$ cat config.mk
export PLATFORM = sky130hd
export DESIGN_NAME = tmr_channel
export DESIGN_NICKNAME = d
export VERILOG_FILES = /design/src/rtl/tmr_pkg.sv /design/src/rtl/tmr_dp.sv /design/src/rtl/tmr_ctrl.sv /design/src/rtl/tmr_channel.sv
export SDC_FILE = /design/constraint.sdc
export NUM_CORES = 1
export LEC_CHECK = 0
export BUFFER_PORTS_ARGS = -buffer_cell sky130_fd_sc_hd__buf_2
export CORE_MARGIN = 4
export CORE_UTILIZATION = 35
export DETAILED_ROUTE_END_ITERATION = 12
export SLEW_MARGIN = 20
export SYNTH_ARGS = -nofsm -noshare
export SYNTH_HDL_FRONTEND = slang
export SYNTH_SLANG_ARGS = --single-unit
export TNS_END_PERCENT = 5
$ cat constraint.sdc
create_clock -name clk -period 4.6 [get_ports clk]
set_input_delay 0.23 -clock clk [delete_from_list [all_inputs] [get_ports clk]]
set_output_delay 0.23 -clock clk [all_outputs]
set_load 0.01 [all_outputs]
$ cat src/rtl/tmr_pkg.sv
package tmr_pkg;
  typedef enum logic [2:0] {
    MD_TERM       = 3'd0,
    MD_ONESHOT    = 3'd1,
    MD_RATE       = 3'd2,
    MD_SQUARE     = 3'd3,
    MD_SOFTSTROBE = 3'd4,
    MD_GATESTROBE = 3'd5
  } mode_e;

  typedef enum logic [1:0] {
    SEL_INIT    = 2'd0,
    SEL_EVEN_UP = 2'd1,
    SEL_EVEN_DN = 2'd2
  } sel_e;

  typedef struct packed {
    logic ldInit;
    logic ldCnt;
    sel_e sel;
    logic dec1;
    logic dec2;
  } dpCtrl_t;
endpackage

$ cat src/rtl/tmr_dp.sv
module tmr_dp
  import tmr_pkg::*;
#(
  parameter int CNT_W = 16
) (
  input  logic             clk,
  input  logic             rstN,
  input  dpCtrl_t          dpCtl,
  input  logic [CNT_W-1:0] loadCount,
  output logic [CNT_W-1:0] count,
  output logic             cntIsOne,
  output logic             cntIsTwo
);
  localparam logic [CNT_W-1:0] ONE = CNT_W'(1);
  localparam logic [CNT_W-1:0] TWO = CNT_W'(2);

  logic [CNT_W-1:0] initQ;
  logic [CNT_W-1:0] cntQ;
  logic [CNT_W-1:0] cntD;
  logic [CNT_W-1:0] base;
  logic [CNT_W-1:0] reloadVal;

  // the start value is taken straight from the port in the load cycle
  assign base = dpCtl.ldInit ? loadCount : initQ;

  always_comb begin
    case (dpCtl.sel)
      SEL_EVEN_UP: reloadVal = base + CNT_W'(base[0]);
      SEL_EVEN_DN: reloadVal = base - CNT_W'(base[0]);
      default:     reloadVal = base;
    endcase
  end

  always_comb begin
    cntD = cntQ;
    if (dpCtl.ldCnt)     cntD = reloadVal;
    else if (dpCtl.dec2) cntD = cntQ - TWO;
    else if (dpCtl.dec1) cntD = cntQ - ONE;
  end

  always_ff @(posedge clk or negedge rstN) begin
    if (!rstN) begin
      initQ <= '0;
      cntQ  <= '0;
    end else begin
      if (dpCtl.ldInit) initQ <= loadCount;
      cntQ <= cntD;
    end
  end

  assign count    = cntQ;
  assign cntIsOne = (cntQ == ONE);
  assign cntIsTwo = (cntQ == TWO);
endmodule

$ cat src/rtl/tmr_ctrl.sv
module tmr_ctrl
  import tmr_pkg::*;
(
  input  logic       clk,
  input  logic       rstN,
  input  logic       tickEn,
  input  logic       gate,
  input  logic       loadStb,
  input  logic [2:0] modeSel,
  input  logic       cntIsOne,
  input  logic       cntIsTwo,
  output dpCtrl_t    dpCtl,
  output logic       outPin
);
  mode_e modeQ, modeD, modeIn;
  logic  outQ, outD;
  logic  armedQ, armedD;
  logic  runQ, runD;
  logic  gatePrevQ;
  logic  gateRise, retrig, gateHalts, gateForcesHigh, tickHere;

  function automatic sel_e startSel(input mode_e m);
    return (m == MD_SQUARE) ? SEL_EVEN_UP : SEL_INIT;
  endfunction

  // codes 6 and 7 fold onto the periodic modes
  always_comb begin
    if (modeSel[2:1] == 2'b11) modeIn = mode_e'({1'b0, modeSel[1:0]});
    else                       modeIn = mode_e'(modeSel);
  end

  assign gateRise       = gate & ~gatePrevQ;
  assign retrig         = modeQ inside {MD_ONESHOT, MD_RATE, MD_SQUARE, MD_GATESTROBE};
  assign gateForcesHigh = modeQ inside {MD_RATE, MD_SQUARE};
  assign gateHalts      = modeQ inside {MD_TERM, MD_RATE, MD_SQUARE, MD_SOFTSTROBE};
  assign tickHere       = runQ & tickEn & (gate | ~gateHalts);

  always_comb begin
    dpCtl  = '0;
    modeD  = modeQ;
    outD   = outQ;
    armedD = armedQ;
    runD   = runQ;
    if (loadStb) begin
      modeD        = modeIn;
      runD         = 1'b1;
      armedD       = 1'b1;
      dpCtl.ldInit = 1'b1;
      dpCtl.ldCnt  = 1'b1;
      dpCtl.sel    = startSel(modeIn);
      outD         = !(modeIn inside {MD_TERM, MD_ONESHOT});
    end else if (runQ && gateRise && retrig) begin
      armedD      = 1'b1;
      dpCtl.ldCnt = 1'b1;
      dpCtl.sel   = startSel(modeQ);
      outD        = (modeQ != MD_ONESHOT);
    end else if (tickHere) begin
      case (modeQ)
        MD_RATE: begin
          if (cntIsOne) begin
            dpCtl.ldCnt = 1'b1;
            dpCtl.sel   = SEL_INIT;
            outD        = 1'b1;
          end else begin
            dpCtl.dec1 = 1'b1;
            outD       = ~cntIsTwo;
          end
        end
        MD_SQUARE: begin
          if (cntIsTwo) begin
            dpCtl.ldCnt = 1'b1;
            dpCtl.sel   = outQ ? SEL_EVEN_DN : SEL_EVEN_UP;
            outD        = ~outQ;
          end else begin
            dpCtl.dec2 = 1'b1;
          end
        end
        MD_SOFTSTROBE, MD_GATESTROBE: begin
          dpCtl.dec1 = 1'b1;
          if (cntIsOne && armedQ) begin
            outD   = 1'b0;
            armedD = 1'b0;
          end else begin
            outD = 1'b1;
          end
        end
        default: begin
          dpCtl.dec1 = 1'b1;
          if (cntIsOne) outD = 1'b1;
        end
      endcase
    end else if (!gate && gateForcesHigh) begin
      outD = 1'b1;
    end
  end

  always_ff @(posedge clk or negedge rstN) begin
    if (!rstN) begin
      modeQ     <= MD_TERM;
      outQ      <= 1'b0;
      armedQ    <= 1'b0;
      runQ      <= 1'b0;
      gatePrevQ <= 1'b0;
    end else begin
      modeQ     <= modeD;
      outQ      <= outD;
      armedQ    <= armedD;
      runQ      <= runD;
      gatePrevQ <= gate;
    end
  end

  assign outPin = outQ;
endmodule

$ cat src/rtl/tmr_channel.sv
module tmr_channel
  import tmr_pkg::*;
#(
  parameter int CNT_W = 16
) (
  input  logic             clk,
  input  logic             rstN,
  input  logic             tickEn,
  input  logic             gate,
  input  logic             loadStb,
  input  logic [CNT_W-1:0] loadCount,
  input  logic [2:0]       modeSel,
  input  logic             irqEn,
  output logic [CNT_W-1:0] count,
  output logic             outPin,
  output logic             irq
);
  dpCtrl_t dpCtl;
  logic    cntIsOne;
  logic    cntIsTwo;

  tmr_ctrl ctrl_i (
    .clk      (clk),
    .rstN     (rstN),
    .tickEn   (tickEn),
    .gate     (gate),
    .loadStb  (loadStb),
    .modeSel  (modeSel),
    .cntIsOne (cntIsOne),
    .cntIsTwo (cntIsTwo),
    .dpCtl    (dpCtl),
    .outPin   (outPin)
  );

  tmr_dp #(.CNT_W(CNT_W)) dp_i (
    .clk       (clk),
    .rstN      (rstN),
    .dpCtl     (dpCtl),
    .loadCount (loadCount),
    .count     (count),
    .cntIsOne  (cntIsOne),
    .cntIsTwo  (cntIsTwo)
  );

  assign irq = outPin & irqEn;
endmodule

=== Word level (Yosys, flattened, before mapping) ===
Cells that the tools add are included.

* Register bits after elaboration: 39
* Logic and storage cells: 91

* Reductions and logical operators: 20
* Add/sub/neg operators: 4
* Equal/unequal tests: 15
* Muxes and demuxes: 36
* Bitwise operators: 9

{| class="wikitable"
|+ Operators by type and width
! operator !! count
|-
| 2-to-1 mux 16 bit || 4
|-
| case mux 16 bit (2 select lines) || 1
|-
| 2-to-1 mux 1 bit || 19
|-
| adder 16 x 1 -> 16 bit || 1
|-
| == test 16 x 1 -> 1 bit, second input constant || 1
|-
| == test 16 x 2 -> 1 bit, second input constant || 1
|-
| subtractor 16 x 1 -> 16 bit || 1
|-
| subtractor 16 x 1 -> 16 bit, second input constant || 1
|-
| subtractor 16 x 2 -> 16 bit, second input constant || 1
|-
| 2-to-1 mux 3 bit || 5
|-
| nonzero test 3 bit || 4
|-
| nonzero test 4 bit || 3
|-
| == test 3 x 2 -> 1 bit, second input constant || 3
|-
| inequality test 7 x 6 -> 1 bit, second input constant || 1
|-
| == test 3 x 1 -> 1 bit, second input constant || 2
|-
| == test 3 bit, second input constant || 2
|-
| logical NOT 3 bit || 2
|-
| 2-to-1 mux 2 bit || 3
|-
| case mux 3 bit (2 select lines) || 1
|-
| AND reduction 3 bit || 2
|-
| 2-to-1 mux 5 bit || 1
|-
| inequality test 5 x 4 -> 1 bit, second input constant || 1
|-
| AND 1 bit || 4
|-
| == test 2 bit, second input constant || 2
|-
| other kinds (10) || 18
|}

=== Longest topological paths before layout ===
Gate-level depths: netlist of run 1.

* Word-level depth: 11
* Depth in mapped cells: 19
* Mapped depth without buffers: 19

=== By module ===
A second synthesis of run 1 with hierarchy kept.

* Cell total of the unflattened synthesis: 356
* Area total of the unflattened synthesis: 3,266.9 um^2

{| class="wikitable"
|+ By module, submodules not included
! module !! seq. area each (um^2) !! cells an instance !! area an instance (um^2) !! times used
|-
| tmr_dp || 800.8 || 294 || 2,682.6 || 1
|-
| tmr_ctrl || 175.2 || 61 || 578.1 || 1
|-
| tmr_channel || 0.0 || 1 || 6.3 || 1
|}

=== Worst setup path before layout of run 1 ===
Ideal clock, no wire load.

* Kind: register to register
* Start point: register dp_i.cntQ[0], in the netlist dp_i.count[0]
* End point: register dp_i.cntQ[14], in the netlist dp_i.count[14]
* Setup slack: 667 ps
* Stages on the path, launching flop included: 19
* Arrival: 3,791 ps
* Setup time: 142 ps
* Path through: dfrtp_1 inv_1 ha_1 nor4b_1 nand4_1 nor4_1 a21oi_1 nor2_1 a31oi_1 ha_1 nor2b_1 inv_1 ha_1 a2111o_1 o22ai_1 o21ai_0 a311oi_1 mux2i_1 a22oi_1

* Word-level cells in the longest chain between the ends: 9
* Elaborated cells between the ends (all ways): 23

{| class="wikitable"
|+ Ends and longest elaborated chain
! item !! RTL line !! text
|-
| start: declaration || tmr_dp.sv:18 || <nowiki>logic [CNT_W-1:0] cntQ;</nowiki>
|-
| start signal: assignment || tmr_dp.sv:47 || <nowiki>cntQ <= cntD;</nowiki>
|-
| == test 16 x 2 -> 1 bit || tmr_dp.sv:53 || <nowiki>assign cntIsTwo = (cntQ == TWO);</nowiki>
|-
| 2-to-1 mux 3 bit || tmr_ctrl.sv:70 || <nowiki>if (cntIsTwo) begin</nowiki>
|-
| case mux 3 bit (2 select lines) || tmr_ctrl.sv:58 || <nowiki>case (modeQ)</nowiki>
|-
| 2-to-1 mux 5 bit || tmr_ctrl.sv:57 || <nowiki>end else if (tickHere) begin</nowiki>
|-
| 2-to-1 mux 3 bit || tmr_ctrl.sv:52 || <nowiki>end else if (runQ && gateRise && retrig) begin</nowiki>
|-
| 2-to-1 mux 3 bit || tmr_ctrl.sv:44 || <nowiki>if (loadStb) begin</nowiki>
|-
| == test 2 bit / == test 2 x 1 -> 1 bit (equally long branches) || tmr_dp.sv:27 || <nowiki>case (dpCtl.sel)</nowiki>
|-
| case mux 16 bit (2 select lines) || tmr_dp.sv:27 ||
|-
| 2-to-1 mux 16 bit || tmr_dp.sv:36 || <nowiki>if (dpCtl.ldCnt) cntD = reloadVal;</nowiki>
|}

Several ways; a longest one is shown, not always the timed one. The select of a mux whose other input is x is not followed.
A chain may end at the register's enable or synchronous reset.

=== Worst setup path in the final report of run 1 ===
Same ends and word-level chain as after synthesis.

==> impl_metrics.csv, run 1 <==
group,metric,value,unit
grt,grt_antenna_before_repair,0,
setup_path,critPathSlowestCell,"dfrtp_1",
pwr,sw_frac_of_total,0.3861,
drt,vias,2692,
clock_network,postCtsHoldBufs,0,
drt,routed_wl,7979,um
clock_network,cts_root_buf,"clkbuf_8",
timing,setup-violations-final,0,
setup_path,critPathLaunchType,"register",
synth,syn_inst,335,
drt,wl_per_cell,16.52,um
synth,synth_area_leader_cell,"dfrtp_1",
pwr,p_int,0.0007065,W
setup_path,critPathArrivalTime,4.25,ns
timing,rsz0062_at_grt,"no",
clock_network,clkTransAtPathRegs,0.08,ns
setup_path,critPathKind,"reg2reg",
final_layout,fillers,831,
drt,first_pass_iters,4,
pwr,p_per_area,327.1,nW/um2
grt,grt_overflow,0,
pwr,p_leak,1.501,nW
run,max-cap-violations,0,
pwr,p_seq_frac,0.386,
die,ios,43,
pwr,pwr-share-clk,0.214,
hold_path,hp-class,"in2async",
synth,yosysTopAreaCellShare,0.3180,
timing,finalCriticalPeriod,4.105,ns
grt,grt_pass1_vias,2613,
timing,finalSetupTns,0,ns
setup_path,rrSetupSlack,0.50,ns
drt,viasPerCell,5.573,
die,dieWidth,101.6,um
clock_network,cts_resized,0,
grt,grt_use_total,0.1587,
timing,tightest_slew,0.9125,ns
synth,ys_ff_latch,39,
setup_path,regToRegStartpoint,"dp_i.count[0]",
setup_path,cp_max_fo,9,
die,core_area,8382,um2
synth,yosys-top-cells-area,"dfrtp_1 (32%), ha_1 (10%), mux2_2 (6.2%)",
synth,yosysWarningCount,0,
final_layout,layout.cells.non_filler,483,
pwr,ir_drop,0.0001105,V
timing,hold_viol_final,0,
clock_network,cts_buffers,5,
die,initial_core_util,0.3662,
die,placementRows,33,
clock_network,h-tree-depth,2,
synth,synth_edf_count,0,
clock_network,clock-sinks,39,
timing,maxSlewHeadroom,0.3916,
setup_path,critPathCaptureType,"register",
setup_path,path_cells,"inv_1 -> ha_1 -> nor4b_2 -> nand4_1 -> nor4_1 -> a21oi_1 -> nor2_1 -> a31oi_1 -> ha_1 -> nor2b_1 -> inv_2 -> ha_1 -> a2111o_1 -> o22ai_2 -> o21ai_0 -> a311oi_1 -> mux2i_1 -> a22oi_1",
synth,synthFlopType,"dfrtp_1",
timing,drv_slew,0,
synth,yosysMostFrequentCell,"dfrtp_1",
drt,drc,0,
clock_network,cts_tree,"yes",
setup_path,cp-startpoint,"dp_i.count[0]",
final_layout,fin_nets,428,
die,die_h,101.6,um
clock_network,cts_post_setup_buffers_inserted,0,
synth,synth_fp_nets,385,
synth,async_reset_ff_frac,1.000,
final_layout,multi_input_area,2033,um2
setup_path,cp_common_cell,"ha_1",
timing,fin_skew,0.006873,ns
setup_path,rr_endpoint,"dp_i.count[14]",
synth,netlist-cell-type-count,62,
pwr,comb_power_share,0.400,
drt,drt_iter0_markers,130,
grt,grt_max_degree,40,
placement,dp_hpwl,6001,um
placement,placedCellCount,476,
drt,final_antenna_net_count,0,
placement,place.gp.congestion,0.9382,
setup_path,r2r_cells,18,
clock_network,ctsLongestPathBuffers,2,
die,die_area,10330,um2
run_status,status,"finished, final reports clean",
placement,io_buffers,42,
final_layout,ff_latch_area,977.2,um2
synth,netlist_top_cells_count,"dfrtp_1 (39), nor2_1 (27), a21oi_1 (26), nand2_1 (26), ha_1 (25)",
setup_path,slowest_delay,0.43,ns
clock_network,clk_latency,0.30,ns
final_layout,drive_above_1_share,0.2381,
synth,avgSynthCellArea,9.162,um2
timing,fin_crit_sh,0.8923,
grt,grt_first_pass_wirelength,13020,um
final_layout,diodes,0,
timing,fmax,243.6,MHz
final_layout,areaGrowthSynthToFinish,14.63,%
setup_path,cp.required,4.75,ns
synth,synth.cell_area,3069,um2
pwr,switchingPower,0.0004444,W
synth,seq_area_frac_synth,0.3180,
==> logic make-up (layout without fill, tap and decap cells) <==
kind of cell	count (synthesis)	in the layout	share of synthesized area
xor+xnor	19	19	0.05422
buf+inv	23	66	0.03057
compound gates	91	91	0.2140
mux	23	23	0.08235
fa+ha+maj	25	25	0.1019
flops	39	39	0.3180
simple gates	115	115	0.1989
==> worst max path at each step <==
| stage | slack, ns | cells after the start | end |
|---|---|---|---|
| 2_1_floorplan | 0.67 | 18 | dp_i.count[14] |
| 3_3_place_gp | 0.29 | 18 | dp_i.count[15] |
| 3_5_place_dp | 0.21 | 18 | dp_i.count[15] |
| 4_1_cts | 0.18 | 18 | dp_i.count[15] |
| 5_1_grt | 0.05 | 20 | dp_i.count[15] |
| 6_report | 0.50 | 18 | dp_i.count[14] |
==> cells in the final DEF, fill, tap and decap left out, types with 3 or more instances in the layout <==
| cell type | instances |
|---|---|
| o21ai_0 | 12 |
| nand2_1 | 26 |
| buf_2 | 42 |
| buf_4 | 4 |
| nor4_1 | 3 |
| and2_1 | 3 |
| o211ai_1 | 6 |
| clkbuf_8 | 6 |
| nor3_1 | 12 |
| nand3b_1 | 3 |
| nand2b_1 | 4 |
| or2_2 | 4 |
| and3_1 | 4 |
| a31oi_1 | 4 |
| xor2_1 | 7 |
| o21a_1 | 4 |
| ha_1 | 25 |
| nand4_1 | 6 |
| dfrtp_1 | 38 |
| nor2b_1 | 5 |
| a211oi_1 | 5 |
| nor2_1 | 27 |
| inv_1 | 12 |
| nand3_1 | 5 |
| xnor2_1 | 12 |
| mux2i_1 | 5 |
| mux2_2 | 17 |
| a21oi_1 | 26 |
| o31ai_1 | 3 |
==> power by group through the flow <==
stage / Sequential, W / Combinational, W / Clock, W
after global routing: 0.000453 / 0.000513 / 0.000269
after detailed placement: 0.000450 / 0.000450 / 0
after global placement: 0.000448 / 0.000443 / 0
final: 0.000444 / 0.000461 / 0.000246
after floorplan: 0.000451 / 0.000311 / 0
after CTS: 0.000443 / 0.000453 / 0.000253
==> flip-flops by register name, indices dropped and copies added, names as in the netlist <==
name / flops
dp_i.initQ: 16
ctrl_i.runQ: 1
dp_i.count: 16
ctrl_i.armedQ: 1
ctrl_i.modeQ: 3
ctrl_i.outPin: 1
ctrl_i.gatePrevQ: 1
==> final cells by class <==
type,count,share of cell area
clock buffers,6,0.02347
clock inverters,1,0.001422
inverters,13,0.01387
multi-input cells,273,0.5779
flip-flops and latches,39,0.2777
well taps,105,0.03734
repair buffers,46,0.06828
==> metal layers <==
layer / vias to the layer above / routed length [um] / track usage
li1: 1342 / - / -
met1: 1284 / 3939 / 0.2226
met2: 53 / 3606 / 0.2495
met3: 13 / 291 / 0.02755
met4: 0 / 142 / 0.04806
met5: - / 0 / 0
==> critical path: cells and delay by family, from the launching register on <==
kind | cells | cell delay [ns]
AOI/OAI and AO/OA | 7 | 1.34
muxes | 1 | 0.23
DFF | 1 | 0.43
adders and majority gates | 3 | 0.82
buffers and inverters | 2 | 0.26
and+or+nand+nor | 5 | 0.87
==> stage by stage <==
| step | setup slack, ns | area (um2) | hold WS (ns) | total power, W | utilization |
|---|---|---|---|---|---|
| after detailed placement | 0.2136 | 3402 | 0.4045 | 0.0008999 | 0.4059 |
| after global routing | 0.05060 | 3518 | 0.09703 | 0.001234 | 0.4198 |
| after CTS | 0.1826 | 3490 | 0.08975 | 0.001149 | 0.4163 |
| after floorplan | 0.6668 | 3069 | -0.06559 | 0.0007619 | - |
| final | 0.4954 | 3518 | 0.05725 | 0.001151 | 0.4198 |
| after global placement | 0.2880 | 3402 | 0.3985 | 0.0008910 | 0.4059 |
Note: power is estimated with default switching activity, not from simulation.
==> run 2, diff against run 1 <==
--- a/config.mk
+++ b/config.mk
@@ -5,10 +5,12 @@
 export SDC_FILE = /design/constraint.sdc
 export NUM_CORES = 1
 export LEC_CHECK = 0
+export ABC_CLOCK_PERIOD_IN_PS = 4600
 export BUFFER_PORTS_ARGS = -buffer_cell sky130_fd_sc_hd__buf_2
 export CORE_MARGIN = 4
 export CORE_UTILIZATION = 35
 export DETAILED_ROUTE_END_ITERATION = 12
+export PLACE_DENSITY = 0.5
 export SLEW_MARGIN = 20
 export SYNTH_ARGS = -nofsm -noshare
 export SYNTH_HDL_FRONTEND = slang
==> run 2 against run 1 <==
Final area increased by 0.92%; fmax decreased by 1.2%; combinational power about the same; sequential power about the same; highest routed layer unchanged; register-to-register slack got worse by 0.05 ns; non-clock buffer count increased by 4; via count increased by 0.15%.
==> impl_metrics.csv, run 2 (synthesized netlist as in run 1, its figures left out) <==
group,metric,value,unit
drt,vias,2696,
final_layout,fin_util,0.4236,
final_layout,layout.cells.non_filler,488,
timing,maxSlewHeadroom,0.3294,
clock_network,clk_latency,0.29,ns
grt,grt_use_total,0.1694,
placement,dp_hpwl,6364,um
final_layout,fin_nets,432,
setup_path,cp.required,4.79,ns
final_layout,drive_above_1_share,0.2376,
clock_network,h-tree-depth,2,
clock_network,postCtsHoldBufs,0,
clock_network,cts_root_buf,"clkbuf_8",
timing,fmax,240.8,MHz
placement,place.gp.congestion,0.9016,
timing,hold_viol_final,0,
run_status,status,"finished, final reports clean",
die,placementRows,33,
die,initial_core_util,0.3662,
clock_network,cts_resized,0,
timing,fin_crit_sh,0.9029,
die,die_h,101.6,um
setup_path,critPathKind,"reg2reg",
setup_path,critPathArrivalTime,4.34,ns
die,die_area,10330,um2
grt,grt_overflow,0,
final_layout,diodes,0,
grt,grt_pass1_vias,2767,
die,core_area,8382,um2
clock_network,clock-sinks,39,
final_layout,layout_common_cells,"buf_2 (42), dfrtp_1 (39), nor2_1 (27), nand2_1 (26), a21oi_1 (26)",
drt,first_pass_iters,4,
pwr,power,0.001195,W
timing,setup-violations-final,0,
placement,postPlaceCellArea,3432,um2
drt,final_antenna_net_count,0,
run,max-cap-violations,0,
placement,io_buffers,42,
clock_network,cts_tree,"yes",
timing,finalSetupTns,0,ns
drt,wl_per_cell,16.81,um
setup_path,cp_max_fo,9,
pwr,p_leak,1.528,nW
timing,fin_skew,0.01604,ns
grt,grt_antenna_before_repair,0,
die,dieWidth,101.6,um
timing,tightest_slew,1.003,ns
hold_path,hp-class,"in2async",
clock_network,clkTransAtPathRegs,0.09,ns
setup_path,critPathLaunchType,"register",
final_layout,areaGrowthSynthToFinish,15.70,%
setup_path,critPathCaptureType,"register",
placement,placedCellCount,480,
timing,drv_slew,0,
final_layout,layout_commonest_cell,"buf_2",
final_layout,fillers,873,
clock_network,cts_post_setup_buffers_inserted,0,
drt,drc,0,
pwr,ir_drop,0.0001530,V
grt,grt_max_degree,40,
pwr,p_per_area,336.6,nW/um2
drt,viasPerCell,5.525,
die,ios,43,
drt,drt_iter0_markers,117,
grt,grt_first_pass_wirelength,13790,um
clock_network,ctsLongestPathBuffers,2,
final_layout,final_cell_area,3551,um2
clock_network,cts_buffers,5,
timing,finalCriticalPeriod,4.154,ns
timing,rsz0062_at_grt,"no",
drt,routed_wl,8204,um
## run 2: cell count changes in the layout (fill, tap and decap cells not counted), sizes merged
| cell | delta |
|---|---|
| buf | +4 |
| bufinv | +1 |
| clkbuf | -1 |
| clkinv | +1 |
## run 2: worst paths after layout
kind | slack (ns) | endpoint | depth (start not counted) | start
max | 0.45 | dp_i.count[15] | 20 | dp_i.count[0]
min | 0.06 | ctrl_i.gatePrevQ | 1 | rstN
max reg2reg | 0.45 | dp_i.count[15] | 20 | dp_i.count[0]
min reg2reg | 0.50 | ctrl_i.armedQ | 2 | ctrl_i.armedQ
max in group asynchronous | 3.96 | dp_i.initQ[6] | 1 | rstN
min in group clk | 0.11 | ctrl_i.gatePrevQ | 1 | gate
## run 2: critical path, stage by stage (launching register included)
cell,delay (ns)
dfrtp_1,0.42
inv_1,0.12
ha_1,0.19
nor4b_1,0.24
nand4_1,0.16
nor4_1,0.20
a21oi_1,0.08
nor2_1,0.10
a31oi_1,0.05
ha_1,0.21
nor2b_1,0.18
inv_1,0.19
buf_4,0.22
ha_1,0.35
a21oi_1,0.21
o21ai_0,0.15
a22oi_1,0.25
a31oi_1,0.15
xnor2_1,0.24
nor3_1,0.08
o31ai_1,0.27
## run 2: layer usage
layer	routed length (um)	part of all wire	vias to the layer above	GRT usage
met5	0	0	-	0
met4	114	0.014	0	0.04908
met3	381	0.046	10	0.03030
met2	3868	0.47	63	0.2772
met1	3839	0.47	1277	0.2289
li1	-	-	1346	-
## run 2: area by class of cell
class | instances | area [um2] | area share
Clock inverter | 3 | 43.79 | 0.01233
Clock buffer | 5 | 68.82 | 0.01938
Tap cell | 105 | 131.4 | 0.03700
Multi-Input combinational cell | 273 | 2012 | 0.5666
Sequential cell | 39 | 975.9 | 0.2748
Inverter | 13 | 48.80 | 0.01374
Timing Repair Buffer | 50 | 270.3 | 0.07611
## run 2: metrics by stage
| step | hold slack, ns | setup WS (ns) |
|---|---|---|
| 6_report | 0.06149 | 0.4464 |
| 4_1_cts | 0.08853 | 0.3419 |
| 2_1_floorplan | -0.06559 | 0.6668 |
| 3_5_place_dp | 0.4020 | 0.4038 |
| 3_3_place_gp | 0.4019 | 0.3805 |
| 5_1_grt | 0.09786 | 0.007874 |
## run 2: power by group
part	leakage, nW	total [W]	internal [W]	switching, W
Sequential	0.452	0.000443	0.000387	0.0000560
Clock	0.0581	0.000290	0.000162	0.000128
Combinational	1.02	0.000462	0.000204	0.000258
Total	1.53	0.00120	0.000752	0.000443
==> run 3, diff against run 2 <==
--- a/config.mk
+++ b/config.mk
@@ -10,7 +10,7 @@
 export CORE_MARGIN = 4
 export CORE_UTILIZATION = 35
 export DETAILED_ROUTE_END_ITERATION = 12
-export PLACE_DENSITY = 0.5
+export PLACE_DENSITY = 0.52
 export SLEW_MARGIN = 20
 export SYNTH_ARGS = -nofsm -noshare
 export SYNTH_HDL_FRONTEND = slang
==> run 3 against run 2 <==
First-iteration DRC count down 0.85%; fmax is 0.79% higher; power grew 1.3%; sequential share of layout area rose by 0.055 points; combinational power is essentially flat; non-clock buffer count fell by 2; global-route usage is 0.73 points lower; flip-flop and latch count unchanged; die area stayed put; worst hold slack better by 0.0026 ns; sequential power hardly changed; clock skew fell by 0.0094 ns; critical path type unchanged; largest cell class unchanged; largest power group unchanged; highest routed layer unchanged.
==> impl_metrics.csv, run 3 (synthesized netlist as in run 1, its figures left out) <==
group,metric,value,unit
final_layout,fin_util,0.4233,
final_layout,areaGrowthSynthToFinish,15.61,%
pwr,ir_drop,0.0001436,V
placement,io_buffers,42,
setup_path,critPathCaptureType,"register",
run,max-cap-violations,0,
drt,viasPerCell,5.556,
die,die_h,101.6,um
grt,grt_max_degree,40,
final_layout,drive_above_1_share,0.2415,
grt,grt_pass1_vias,2602,
die,die_area,10330,um2
die,initial_core_util,0.3662,
final_layout,layout.cells.non_filler,486,
grt,grt_use_total,0.1621,
final_layout,ff_latch_area,977.2,um2
pwr,p_per_area,341.3,nW/um2
timing,tightest_slew,0.9239,ns
die,placementRows,33,
setup_path,critPathKind,"reg2reg",
drt,vias,2700,
drt,first_pass_iters,4,
clock_network,cts_buffers,5,
setup_path,critPathArrivalTime,4.30,ns
timing,fin_crit_sh,0.8958,
clock_network,cts_root_buf,"clkbuf_8",
drt,drc,0,
final_layout,final_cell_area,3548,um2
placement,placedCellCount,478,
clock_network,ctsLongestPathBuffers,2,
final_layout,layout_commonest_cell,"buf_2",
grt,grt_first_pass_wirelength,13280,um
setup_path,critPathLaunchType,"register",
timing,fmax,242.7,MHz
timing,fin_skew,0.006653,ns
drt,wl_per_cell,16.59,um
setup_path,cp.required,4.78,ns
placement,postPlaceCellArea,3417,um2
run_status,status,"finished, final reports clean",
final_layout,diodes,0,
grt,grt_antenna_before_repair,0,
drt,routed_wl,8061,um
placement,dp_hpwl,6107,um
clock_network,clkTransAtPathRegs,0.08,ns
die,dieWidth,101.6,um
timing,hold_viol_final,0,
grt,grt_overflow,0,
die,core_area,8382,um2
timing,finalSetupTns,0,ns
timing,setup-violations-final,0,
drt,drt_iter0_markers,116,
final_layout,fin_nets,430,
final_layout,fillers,863,
timing,whs,0.06407,ns
clock_network,clock-sinks,39,
clock_network,h-tree-depth,2,
final_layout,multi_input_area,2018,um2
die,ios,43,
final_layout,layout_common_cells,"buf_2 (42), dfrtp_1 (38), nor2_1 (27), nand2_1 (26), a21oi_1 (26)",
hold_path,hp-class,"in2async",
timing,rsz0062_at_grt,"no",
timing,drv_slew,0,
drt,final_antenna_net_count,0,
placement,place.gp.congestion,0.8678,
clock_network,cts_tree,"yes",
timing,finalCriticalPeriod,4.121,ns
pwr,p_leak,1.522,nW
clock_network,clk_latency,0.29,ns
setup_path,cp_max_fo,9,
timing,maxSlewHeadroom,0.3841,
run 3: cell count changes in the layout (fill, tap and decap cells not counted), sizes merged:
cell,delta
clkinv,-1
clkbuf,+1
buf,-2
run 3: what timing repair did:
item                       in CTS  in global routing
hold buffers                    0                  0
gates resized for setup         0                  4
buffers inserted                0                  0
setup endpoints to repair       0                  7
run 3: per-layer routing:
metal / share of wire / vias up / track usage
met3: 0.050 / 9 / 0.02617
met1: 0.49 / 1275 / 0.2391
li1: - / 1342 / -
met2: 0.45 / 74 / 0.2495
met4: 0.010 / 0 / 0.03476
met5: 0 / - / 0
run 3: final timing paths:
path | cells past startpoint | slack [ns] | start | endpoint
max | 20 | 0.48 | dp_i.count[0] | dp_i.count[9]
min | 1 | 0.06 | rstN | ctrl_i.runQ
max reg2reg | 20 | 0.48 | dp_i.count[0] | dp_i.count[9]
min reg2reg | 1 | 0.50 | dp_i.initQ[15] | dp_i.initQ[15]
max in group asynchronous | 1 | 3.90 | rstN | dp_i.count[1]
min in group clk | 1 | 0.09 | gate | ctrl_i.gatePrevQ
run 3: stage by stage:
stage,total power (W),worst slack (ns)
global placement,0.0009007,0.2917
floorplan,0.0007619,0.6668
CTS,0.001216,0.2779
finish,0.001211,0.4791
global route,0.001300,0.002920
detailed placement,0.0009035,0.3201
run 3: worst max-delay path, stage by stage (launching register included):
cell and delay [ns]:
dfrtp_1 0.43, inv_1 0.12, ha_1 0.23, nor4b_1 0.25
nand4_1 0.20, nor4_1 0.23, a21oi_1 0.06, nor2_1 0.10
a31oi_1 0.05, ha_1 0.21, nor2b_1 0.20, inv_2 0.13
ha_1 0.35, nor3_1 0.20, a211oi_1 0.09, buf_4 0.17
o31ai_1 0.27, nand2_1 0.12, xnor2_1 0.18, a21oi_1 0.11
a211o_1 0.30
run 3: where the power goes:
| group | internal, W | leakage (nW) | switching [W] | total (W) |
|---|---|---|---|---|
| Combinational | 0.000204 | 1.01 | 0.000258 | 0.000462 |
| Sequential | 0.000388 | 0.451 | 0.0000562 | 0.000444 |
| Clock | 0.000176 | 0.0612 | 0.000130 | 0.000305 |
| Total | 0.000767 | 1.52 | 0.000444 | 0.00121 |
run 3: layout make-up:
class	count	area share
multi-input combinational	273	0.5688
sequential	39	0.2754
timing repair buffer	48	0.07193
tap	105	0.03702
clock buffer	6	0.02327
inverter	13	0.01375
clock inverter	2	0.009873
